<file path="src/rtl/ext_trig_pkg.sv">
package ext_trig_pkg;

    typedef enum logic [1:0] {
        ST_IDLE  = 2'd0,
        ST_ARMED = 2'd1,
        ST_RUN   = 2'd2
    } trig_state_e;

    typedef struct packed {
        logic rise;
        logic fall;
    } edge_pair_t;

endpackage

</file>
<file path="src/rtl/trig_sync.sv">
module trig_sync #(
    parameter int STAGES = 2
) (
    input  logic clk,
    input  logic rst_n,
    input  logic d,
    output logic q
);
    logic [STAGES-1:0] chain;

    generate
        if (STAGES == 1) begin : g_single
            always_ff @(posedge clk) begin
                if (!rst_n) chain <= '0;
                else        chain <= d;
            end
        end else begin : g_multi
            always_ff @(posedge clk) begin
                if (!rst_n) chain <= '0;
                else        chain <= {chain[STAGES-2:0], d};
            end
        end
    endgenerate

    assign q = chain[STAGES-1];
endmodule

</file>
<file path="src/rtl/trig_edge_sel.sv">
module trig_edge_sel
    import ext_trig_pkg::*;
(
    input  logic clk,
    input  logic rst_n,
    input  logic level,
    input  logic pol_fall,
    input  logic both_en,
    output logic hit
);
    logic       level_q;
    edge_pair_t edges;

    always_ff @(posedge clk) begin
        if (!rst_n) level_q <= 1'b0;
        else        level_q <= level;
    end

    always_comb begin
        edges.rise = level & ~level_q;
        edges.fall = ~level & level_q;
        if (both_en)
            hit = edges.rise | edges.fall;
        else if (pol_fall)
            hit = edges.fall;
        else
            hit = edges.rise;
    end
endmodule

</file>
<file path="src/rtl/sclk_div.sv">
module sclk_div #(
    parameter int DIV_RATIO = 5
) (
    input  logic clk,
    input  logic rst_n,
    input  logic restart,
    input  logic run,
    output logic strobe
);
    localparam int CW = (DIV_RATIO > 1) ? $clog2(DIV_RATIO) : 1;
    localparam logic [CW-1:0] LAST = CW'(DIV_RATIO - 1);

    logic [CW-1:0] phase;

    always_ff @(posedge clk) begin
        if (!rst_n) begin
            phase  <= '0;
            strobe <= 1'b0;
        end else if (restart) begin
            phase  <= '0;
            strobe <= 1'b1;
        end else if (run) begin
            if (phase == LAST) begin
                phase  <= '0;
                strobe <= 1'b1;
            end else begin
                phase  <= phase + 1'b1;
                strobe <= 1'b0;
            end
        end else begin
            strobe <= 1'b0;
        end
    end
endmodule

</file>
<file path="src/rtl/ext_trig_ctrl.sv">
module ext_trig_ctrl
    import ext_trig_pkg::*;
#(
    parameter int SYNC_STAGES = 2,
    parameter int DIV_RATIO   = 5
) (
    input  logic clk,
    input  logic rst_n,
    input  logic trig_in,
    input  logic edge_fall,
    input  logic edge_both,
    input  logic cont_mode,
    input  logic arm,
    output logic restart_o,
    output logic conv_start_o,
    output logic trig_status_o
);
    trig_state_e state, state_nxt;
    logic        trig_lvl;
    logic        trig_hit;
    logic        accept;
    logic        running;

    trig_sync #(.STAGES(SYNC_STAGES)) u_sync (
        .clk   (clk),
        .rst_n (rst_n),
        .d     (trig_in),
        .q     (trig_lvl)
    );

    trig_edge_sel u_edge (
        .clk      (clk),
        .rst_n    (rst_n),
        .level    (trig_lvl),
        .pol_fall (edge_fall),
        .both_en  (edge_both),
        .hit      (trig_hit)
    );

    // Transitions: ARM, FIRE, RETRIG, REARM, HOLD
    always_comb begin
        state_nxt = state;
        accept    = 1'b0;
        unique case (state)
            ST_IDLE: begin
                if (arm) state_nxt = ST_ARMED;                 // ARM
            end
            ST_ARMED: begin
                if (arm) begin
                    state_nxt = ST_ARMED;
                end else if (trig_hit) begin
                    state_nxt = ST_RUN;                        // FIRE
                    accept    = 1'b1;
                end
            end
            ST_RUN: begin
                if (arm) begin
                    state_nxt = ST_ARMED;                      // REARM
                end else if (trig_hit && cont_mode) begin
                    accept    = 1'b1;                          // RETRIG
                end
            end
            default: state_nxt = ST_IDLE;
        endcase
    end

    always_ff @(posedge clk) begin
        if (!rst_n) state <= ST_IDLE;
        else        state <= state_nxt;
    end

    always_ff @(posedge clk) begin
        if (!rst_n) begin
            restart_o     <= 1'b0;
            trig_status_o <= 1'b0;
        end else begin
            restart_o     <= accept;
            trig_status_o <= (state_nxt == ST_RUN);
        end
    end

    assign running = (state == ST_RUN);

    sclk_div #(.DIV_RATIO(DIV_RATIO)) u_div (
        .clk     (clk),
        .rst_n   (rst_n),
        .restart (restart_o),
        .run     (running),
        .strobe  (conv_start_o)
    );
endmodule

</file>
<file path="config.mk">
export PLATFORM = sky130hd
export DESIGN_NAME = ext_trig_ctrl
export DESIGN_NICKNAME = d
export VERILOG_FILES = /design/src/rtl/ext_trig_pkg.sv /design/src/rtl/trig_sync.sv /design/src/rtl/trig_edge_sel.sv /design/src/rtl/sclk_div.sv /design/src/rtl/ext_trig_ctrl.sv
export SDC_FILE = /design/constraint.sdc
export NUM_CORES = 1
export LEC_CHECK = 0
export BUFFER_PORTS_ARGS = -buffer_cell sky130_fd_sc_hd__clkbuf_2
export CORE_AREA = 4 4 41 43
export CTS_CLUSTER_DIAMETER = 120
export DETAILED_ROUTE_END_ITERATION = 8
export DIE_AREA = 0 0 45 47
export GPL_ROUTABILITY_DRIVEN = 0
export PLACE_DENSITY = 0.71
export REMOVE_ABC_BUFFERS = 1
export SLEW_MARGIN = 20
export SYNTH_ARGS = -nofsm -noshare
export SYNTH_HDL_FRONTEND = slang
export SYNTH_SLANG_ARGS = --single-unit
</file>
<file path="constraint.sdc">
create_clock -name clk -period 1.65 [get_ports clk]
set_input_delay 0.165 -clock clk [delete_from_list [all_inputs] [get_ports clk]]
set_output_delay 0.165 -clock clk [all_outputs]
set_load 0.01 [all_outputs]
</file>
==> reports/summary.md, run 1 <==
The run finished with clean final reports. At the pin with the least slew margin, the transition time is 0.2985 ns. The run gives 3 as the number of clock buffers inserted by TritonCTS. The clock skew is 0.006807 ns. For this run, the slowest stage of the critical path takes 0.38 ns.

The via count of the first global-routing pass was 424. Yosys mapped a number of flops with a built-in enable equal to 0. Across the run, the number of max-cap violations was 0. Derived from the worst setup path, the maximum achievable clock frequency is 0.6677 GHz. The wire-length estimate of the detail-placed layout is 738.4 um. For the wire length of the first global-routing pass, the log shows 1.676 mm. Once detail routing completed, the nets flagged for antenna violations numbered 0. The part of the cycle the worst path needs was 0.9077. For this run, design rule violations remaining after detail routing come to 0.

The run gives 454 as the detailed-route via count. The mean area per synthesized cell is 9.384 um^2. The H-tree depth is 1, and the quantity of I/O buffers inserted on ports is 9.

Class of the most critical setup path: flop to flop. VDD sags by at most 463.5 uV. For the number of instances in the synthesized netlist, the log shows 62.

The run gives 24 as the unique cell type count in the Yosys netlist. The sequential fraction of the synthesis area was 0.3785. The worst setup path is launched from a flop. The cell with the biggest individual delay on the critical path was sky130_fd_sc_hd__or3b_4. The die is 47 um tall. For this design the ratio of total power to cell area is 781.7 mW/mm^2.

The run gives 0.7997 as the tightest slew margin relative to the limit. The later pin in the worst-skew pair is clocked with a latency of 0.27 ns. The run gives 0 as the yosys synthesis warning count.

Kind of capture point of the worst setup path: a flop. Including well taps, the total number of placed cells is 86. The initial core utilization was 0.4471. Setup repair after global routing left no endpoint under its margin.

The design draws 522.3 uW. The tools report the I/O pin count as 10. The post-cts resize count was 0.

The maximum number of pins on one net before global-route repair is 10, and the combined buffer and inverter count along the critical path is 1. After synthesis the cells add up to 581.8 um^2. The die is 45 um wide. Along the worst path, the maximum fanout reaches 5. For the worst setup path, the data required time is 1.82 ns.

TritonCTS built the clock tree. The die covers 0.002115 mm^2. Relative to the synthesized area, the layout overhead comes to 14.84%. The post-cts hold buffer count was 0.

For the critical path arrival, the log shows 1.67 ns. The total global-route track usage was 0.1207; the number of DRC markers in iteration 0 was 6. The share of synthesized flip-flops with an asynchronous set or reset was 0. Summed over all failing endpoints, the final setup total negative slack is 0 ns. In this run the static leakage power is 0.0002779 uW.

The maximum buffer depth of the clock tree is 2. For this run the aggregate overflow at the end of global routing stands at 0. The clock edge transition at the registers on the reported setup and hold paths came out at 0.07 ns. In this run, synthesis produced a sequential element count of 11. The most used flip-flop cell after synthesis is sky130_fd_sc_hd__dfxtp_1. The average wire per cell in the routed design was 10.66 um; the share of cells above drive strength 1 was 0.2267.

In the routed layout, each cell is associated on average with a via count of 5.044. The worst hold path belongs to the class primary input to flop. For this design, the sink count on the clock tree is 11. The tools report the count of endpoints failing setup in the final report as 0. On the final layout, the worst hold slack is 0.1071 ns.

The final max-slew violation count was 0. The shortest clock period the worst path allows after layout is 1.498 ns, and the initial antenna violation count is 0. The count of non-filler cells in the finished layout came out at 90. The net count of the finished layout came out at 91.

The pre-antenna-repair detailed-routing pass consisted of 3 iterations. The final number of hold-violating endpoints is 0. The tools report the buffer type at the clock tree root as sky130_fd_sc_hd__clkbuf_4. The total detailed-routing wirelength was 959 um; the buffer count from post-CTS setup fixing was 0.

The number of antenna diodes in the final layout is 0. Walking the worst path, the cells encountered are inv_1 > ha_1 > nor3_2 > or3b_4 > a2111oi_2. Row generation in the floorplan step produced 13 rows. The kind of cell adding the most delay to the critical path is simple AND/OR/NAND/NOR gates. The tools report the core footprint as 0.001301 mm^2.
-- synth_stat cells, types with 2 or more instances --
cell type                   n  area [um^2]
sky130_fd_sc_hd__nor3_1     3        15.01
sky130_fd_sc_hd__nor2_1     4        15.01
sky130_fd_sc_hd__ha_1       8        100.1
sky130_fd_sc_hd__and2_1     3        18.77
sky130_fd_sc_hd__a21oi_1    5        25.02
sky130_fd_sc_hd__inv_1      6        22.52
sky130_fd_sc_hd__nand2_1    3        11.26
sky130_fd_sc_hd__nor2b_1    2        12.51
sky130_fd_sc_hd__nand2b_1   3        18.77
sky130_fd_sc_hd__dfxtp_1   11        220.2
-- through the flow --
step                      cell area (um^2)    util  worst slack [ns]
after floorplan                      570.5       -            0.1256
after global placement               641.9  0.4933            0.1515
after detailed placement             641.9  0.4933            0.1590
after CTS                            668.1  0.5135            0.1483
after global routing                 668.1  0.5135           0.05082
final                                668.1  0.5135            0.1522
-- cell type report --
class | count | area [um^2]
inverter | 6 | 22.52
tap | 15 | 18.77
fill | 142 | 633.1
multi-input combinational | 44 | 327.8
timing repair buffer | 10 | 52.55
sequential | 11 | 220.2
clock buffer | 4 | 26.28
-- flip-flops by register name, summed over array words and instances, names as in the netlist --
name and flops:
restart_o 1, u_sync.chain 2, u_div.strobe 1, u_div.phase 3, state 2, trig_status_o 1
u_edge.level_q 1
-- layout by cell type, fill, tap and decap left out --
cell	n
sky130_fd_sc_hd__dfxtp_1	11
sky130_fd_sc_hd__clkbuf_2	9
sky130_fd_sc_hd__ha_1	8
sky130_fd_sc_hd__inv_1	6
sky130_fd_sc_hd__a21oi_1	5
sky130_fd_sc_hd__nor2_1	4
sky130_fd_sc_hd__nand2_1	3
sky130_fd_sc_hd__nor3_1	3
sky130_fd_sc_hd__and2_1	3
sky130_fd_sc_hd__nand2b_1	3
sky130_fd_sc_hd__clkbuf_4	3
sky130_fd_sc_hd__nor2b_1	2
sky130_fd_sc_hd__mux2_2	1
sky130_fd_sc_hd__o21ai_1	1
sky130_fd_sc_hd__nor3_2	1
sky130_fd_sc_hd__o31ai_1	1
sky130_fd_sc_hd__or3b_4	1
sky130_fd_sc_hd__a2111oi_2	1
sky130_fd_sc_hd__o21ai_0	1
sky130_fd_sc_hd__nand3b_1	1
sky130_fd_sc_hd__a31oi_1	1
sky130_fd_sc_hd__mux2i_1	1
sky130_fd_sc_hd__nand3_1	1
sky130_fd_sc_hd__o311a_1	1
sky130_fd_sc_hd__o211ai_1	1
sky130_fd_sc_hd__clkbuf_1	1
sky130_fd_sc_hd__buf_4	1
-- logic make-up after synthesis --
group | share of synthesized area
compound gates | 0.1398
buf+inv | 0.05806
mux | 0.03656
flops | 0.3785
fa+ha+maj | 0.1720
simple gates | 0.2150
-- layer usage --
| layer | vias up | track usage | share of wire |
|---|---|---|---|
| li1 | 239 | - | - |
| met2 | 13 | 0.1808 | 0.44 |
| met3 | 2 | 0.06897 | 0.090 |
| met1 | 200 | 0.1270 | 0.46 |
| met4 | 0 | 0.08772 | 0.016 |
| met5 | - | 0 | 0 |
-- worst paths after layout --
kind                                         to            start  cells after the start  slack [ns]
worst min register to register  u_sync.chain[1]  u_sync.chain[0]                      1        0.43
worst max register to register    trig_status_o         state[1]                      5        0.15
worst min-delay path            u_sync.chain[0]          trig_in                      2        0.11
worst max-delay path              trig_status_o         state[1]                      5        0.15
-- report_power, final --
group	total, uW	switching, uW	internal, uW
registers	278	5.26	273
clock network	178	84.2	93.4
logic	66.6	35.9	30.8
Power figures use the tool's default switching activity.
==> inputs of run 2 (changes only) <==
CELL_PAD_IN_SITES_DETAIL_PLACEMENT = 2   (was default)
CELL_PAD_IN_SITES_GLOBAL_PLACEMENT = 2   (was default)
CORE_AREA = default   (was 4 4 41 43)
CORE_MARGIN = 4   (was default)
CORE_UTILIZATION = 31   (was default)
CTS_CLUSTER_DIAMETER = default   (was 120)
DIE_AREA = default   (was 0 0 45 47)
PLACE_DENSITY = 0.79   (was 0.71)
SETUP_SLACK_MARGIN = 0.1   (was default)
==> reports/summary.md, run 2 (synthesized netlist as in run 1, its figures left out) <==
The run finished with clean final reports. The maximum frequency from static timing analysis was 0.6661 GHz; the initial antenna violation count was 0. The die is 51.32 um wide.

The total die area is 0.002634 mm^2, and the final cell utilization of the core is 0.4201. In this run the standard cell core region covers 0.001745 mm^2. The routed design has 1.410 mm of wire.

The logs give 0.3333 for the initial core utilization and 476 for the detailed-route via count. The register ranked first by flip-flop count is u_div.phase. The cell sitting at the root of the clock tree is a sky130_fd_sc_hd__clkbuf_4. The logs give 1 for the H-tree depth and 0.1044 ns for the worst hold slack after final layout. Setup repair after global routing could not meet its margin everywhere. Sort of element at the start of the critical path: a flop. Setup violations remaining at the end of the flow were counted as 0. The vertical die dimension is 51.32 um. For this run, the post-layout net count is 91. The tools report the placed cell area as 654.4 um^2. The final max-slew violation count is 0. The part of the cycle the worst path needs was 0.9099. In this run the remaining antenna-violating nets after routing total 0. Area added between synthesis and finish: 26.02%. The class of the most critical setup path is flop to flop.

The number of optimization iterations in the first detailed-route pass was 1. Detailed placement ended at an HPWL of 1.072 mm. STA puts the critical path data required time at 1.82 ns. The later pin in the worst-skew pair is clocked with a latency of 0.27 ns.

Data arrives at the worst endpoint at 1.68 ns. TritonCTS built the clock tree. Of all nets on the critical path, the largest fanout is 4. The share of cells above drive strength 1 was 0.3200. Type of the most critical hold path: primary input to flop.

After filler insertion, the fill cell instance count of the layout stands at 206. The residual DRC count is 0, and the count of standard-cell rows is 15. The run gives 0 as the number of antenna cells inserted.

Buffers inserted during clock tree synthesis total 3. The total global-route track usage is 0.1330, and the final number of hold-violating endpoints is 0. The I/O pin count came out at 10.

The worst-margin pin slew was 0.2464 ns. For the wire length of the first global-routing pass, the log shows 2.408 mm. In this run, the number of DRC markers left after iteration 0 of detailed routing was 0. The maximum buffer depth of the clock tree was 2. The largest registers in the layout are u_div.phase x3, state x2, u_sync.chain x2. The overall power of the completed layout is 552.5 uW, and the shortest clock period the worst path allows after layout is 1.501 ns.

The maximum number of pins on one net before global-route repair came out at 10. The final design instance area without fill came out at 733.2 um^2. The via count of the first global-routing pass was 518; the clock edge transition at the registers on the reported setup and hold paths was 0.07 ns. The worst setup path is captured at a flop.

Across the VDD grid, the largest voltage drop is 334.4 uV. The number of flip-flops under the largest register name works out to 3. The tools report the total global routing overflow as 0.

The tightest slew margin relative to the limit is 0.8343, and the quantity of I/O buffers inserted on ports is 9. In the layout the commonest cells are 9 x sky130_fd_sc_hd__clkbuf_2, 9 x sky130_fd_sc_hd__dfxtp_1, 5 x sky130_fd_sc_hd__inv_1, 5 x sky130_fd_sc_hd__a21oi_1, 5 x sky130_fd_sc_hd__ha_1. Power density over the cells: 753.6 mW/mm^2.

The buffer count from post-CTS setup fixing was 0; the leakage power total was 0.0002831 uW. Setup total negative slack on the finished layout was measured at 0 ns. After detailed routing, the number of vias per cell comes to 4.760. The average wire per cell in the routed design was 14.10 um; the max-capacitance violation count was 0.

Between clock sinks in the finished design, the worst skew comes to 0.004144 ns. CTS sink count: 11.
[run 2: cell count changes in the layout (fill, tap and decap cells not counted)]
cell                      previous run  this run
sky130_fd_sc_hd__nor3_2              1         0
sky130_fd_sc_hd__inv_1               6         5
sky130_fd_sc_hd__nor3_4              0         1
sky130_fd_sc_hd__ha_4                0         3
sky130_fd_sc_hd__dfxtp_1            11         9
sky130_fd_sc_hd__ha_1                8         5
sky130_fd_sc_hd__dfxtp_4             0         1
sky130_fd_sc_hd__inv_2               0         1
sky130_fd_sc_hd__o21ai_1             1         0
sky130_fd_sc_hd__dfxtp_2             0         1
sky130_fd_sc_hd__o21ai_2             0         1
[run 2: cell type report]
type / count / area (um^2) / share of cell area
Sequential cell: 11 / 225.2 / 0.3072
Timing Repair Buffer: 10 / 52.55 / 0.07167
Clock buffer: 4 / 26.28 / 0.03584
Multi-Input combinational cell: 44 / 375.4 / 0.5119
Inverter: 6 / 22.52 / 0.03072
Tap cell: 25 / 31.28 / 0.04266
[run 2: path summary, 6_finish.rpt]
path	start	slack (ns)	depth (start not counted)	end
max reg2reg	state[0]	0.15	5	trig_status_o
min reg2reg	u_sync.chain[0]	0.45	1	u_sync.chain[1]
min	trig_in	0.10	2	u_sync.chain[0]
max	state[0]	0.15	5	trig_status_o
[run 2: metal layers]
metal	global-route usage	up-vias	wire (um)
li1	-	237	-
met1	0.1429	225	599
met2	0.2017	10	676
met3	0.05831	4	79
met4	0.1048	0	54
met5	0	-	0
[run 2: stage by stage]
step,setup slack (ns),cells
finish,0.1487,100
detailed placement,0.1193,96
global route,0.06773,100
floorplan,0.1256,61
global placement,0.1573,96
CTS,0.1004,100
[run 2: where the power goes]
group | internal, uW | switching (uW)
Sequential | 272 | 7.41
Combinational | 41.6 | 47.0
Clock | 93.8 | 90.7
Total | 407 | 145
[run 2: what timing repair did]
| item | CTS | global route |
|---|---|---|
| hold buffers | 0 | 0 |
| resized for setup | 1 | 11 |
| endpoints found under the setup margin | 1 | 2 |
| endpoints found under the hold margin | 0 | 0 |
| pin swaps | 0 | 1 |
[run 2: critical path, stage by stage, from the launching register on]
cell,delay (ns)
sky130_fd_sc_hd__dfxtp_2,0.35
sky130_fd_sc_hd__inv_1,0.16
sky130_fd_sc_hd__ha_4,0.19
sky130_fd_sc_hd__nor3_4,0.05
sky130_fd_sc_hd__or3b_4,0.38
sky130_fd_sc_hd__a2111oi_2,0.27
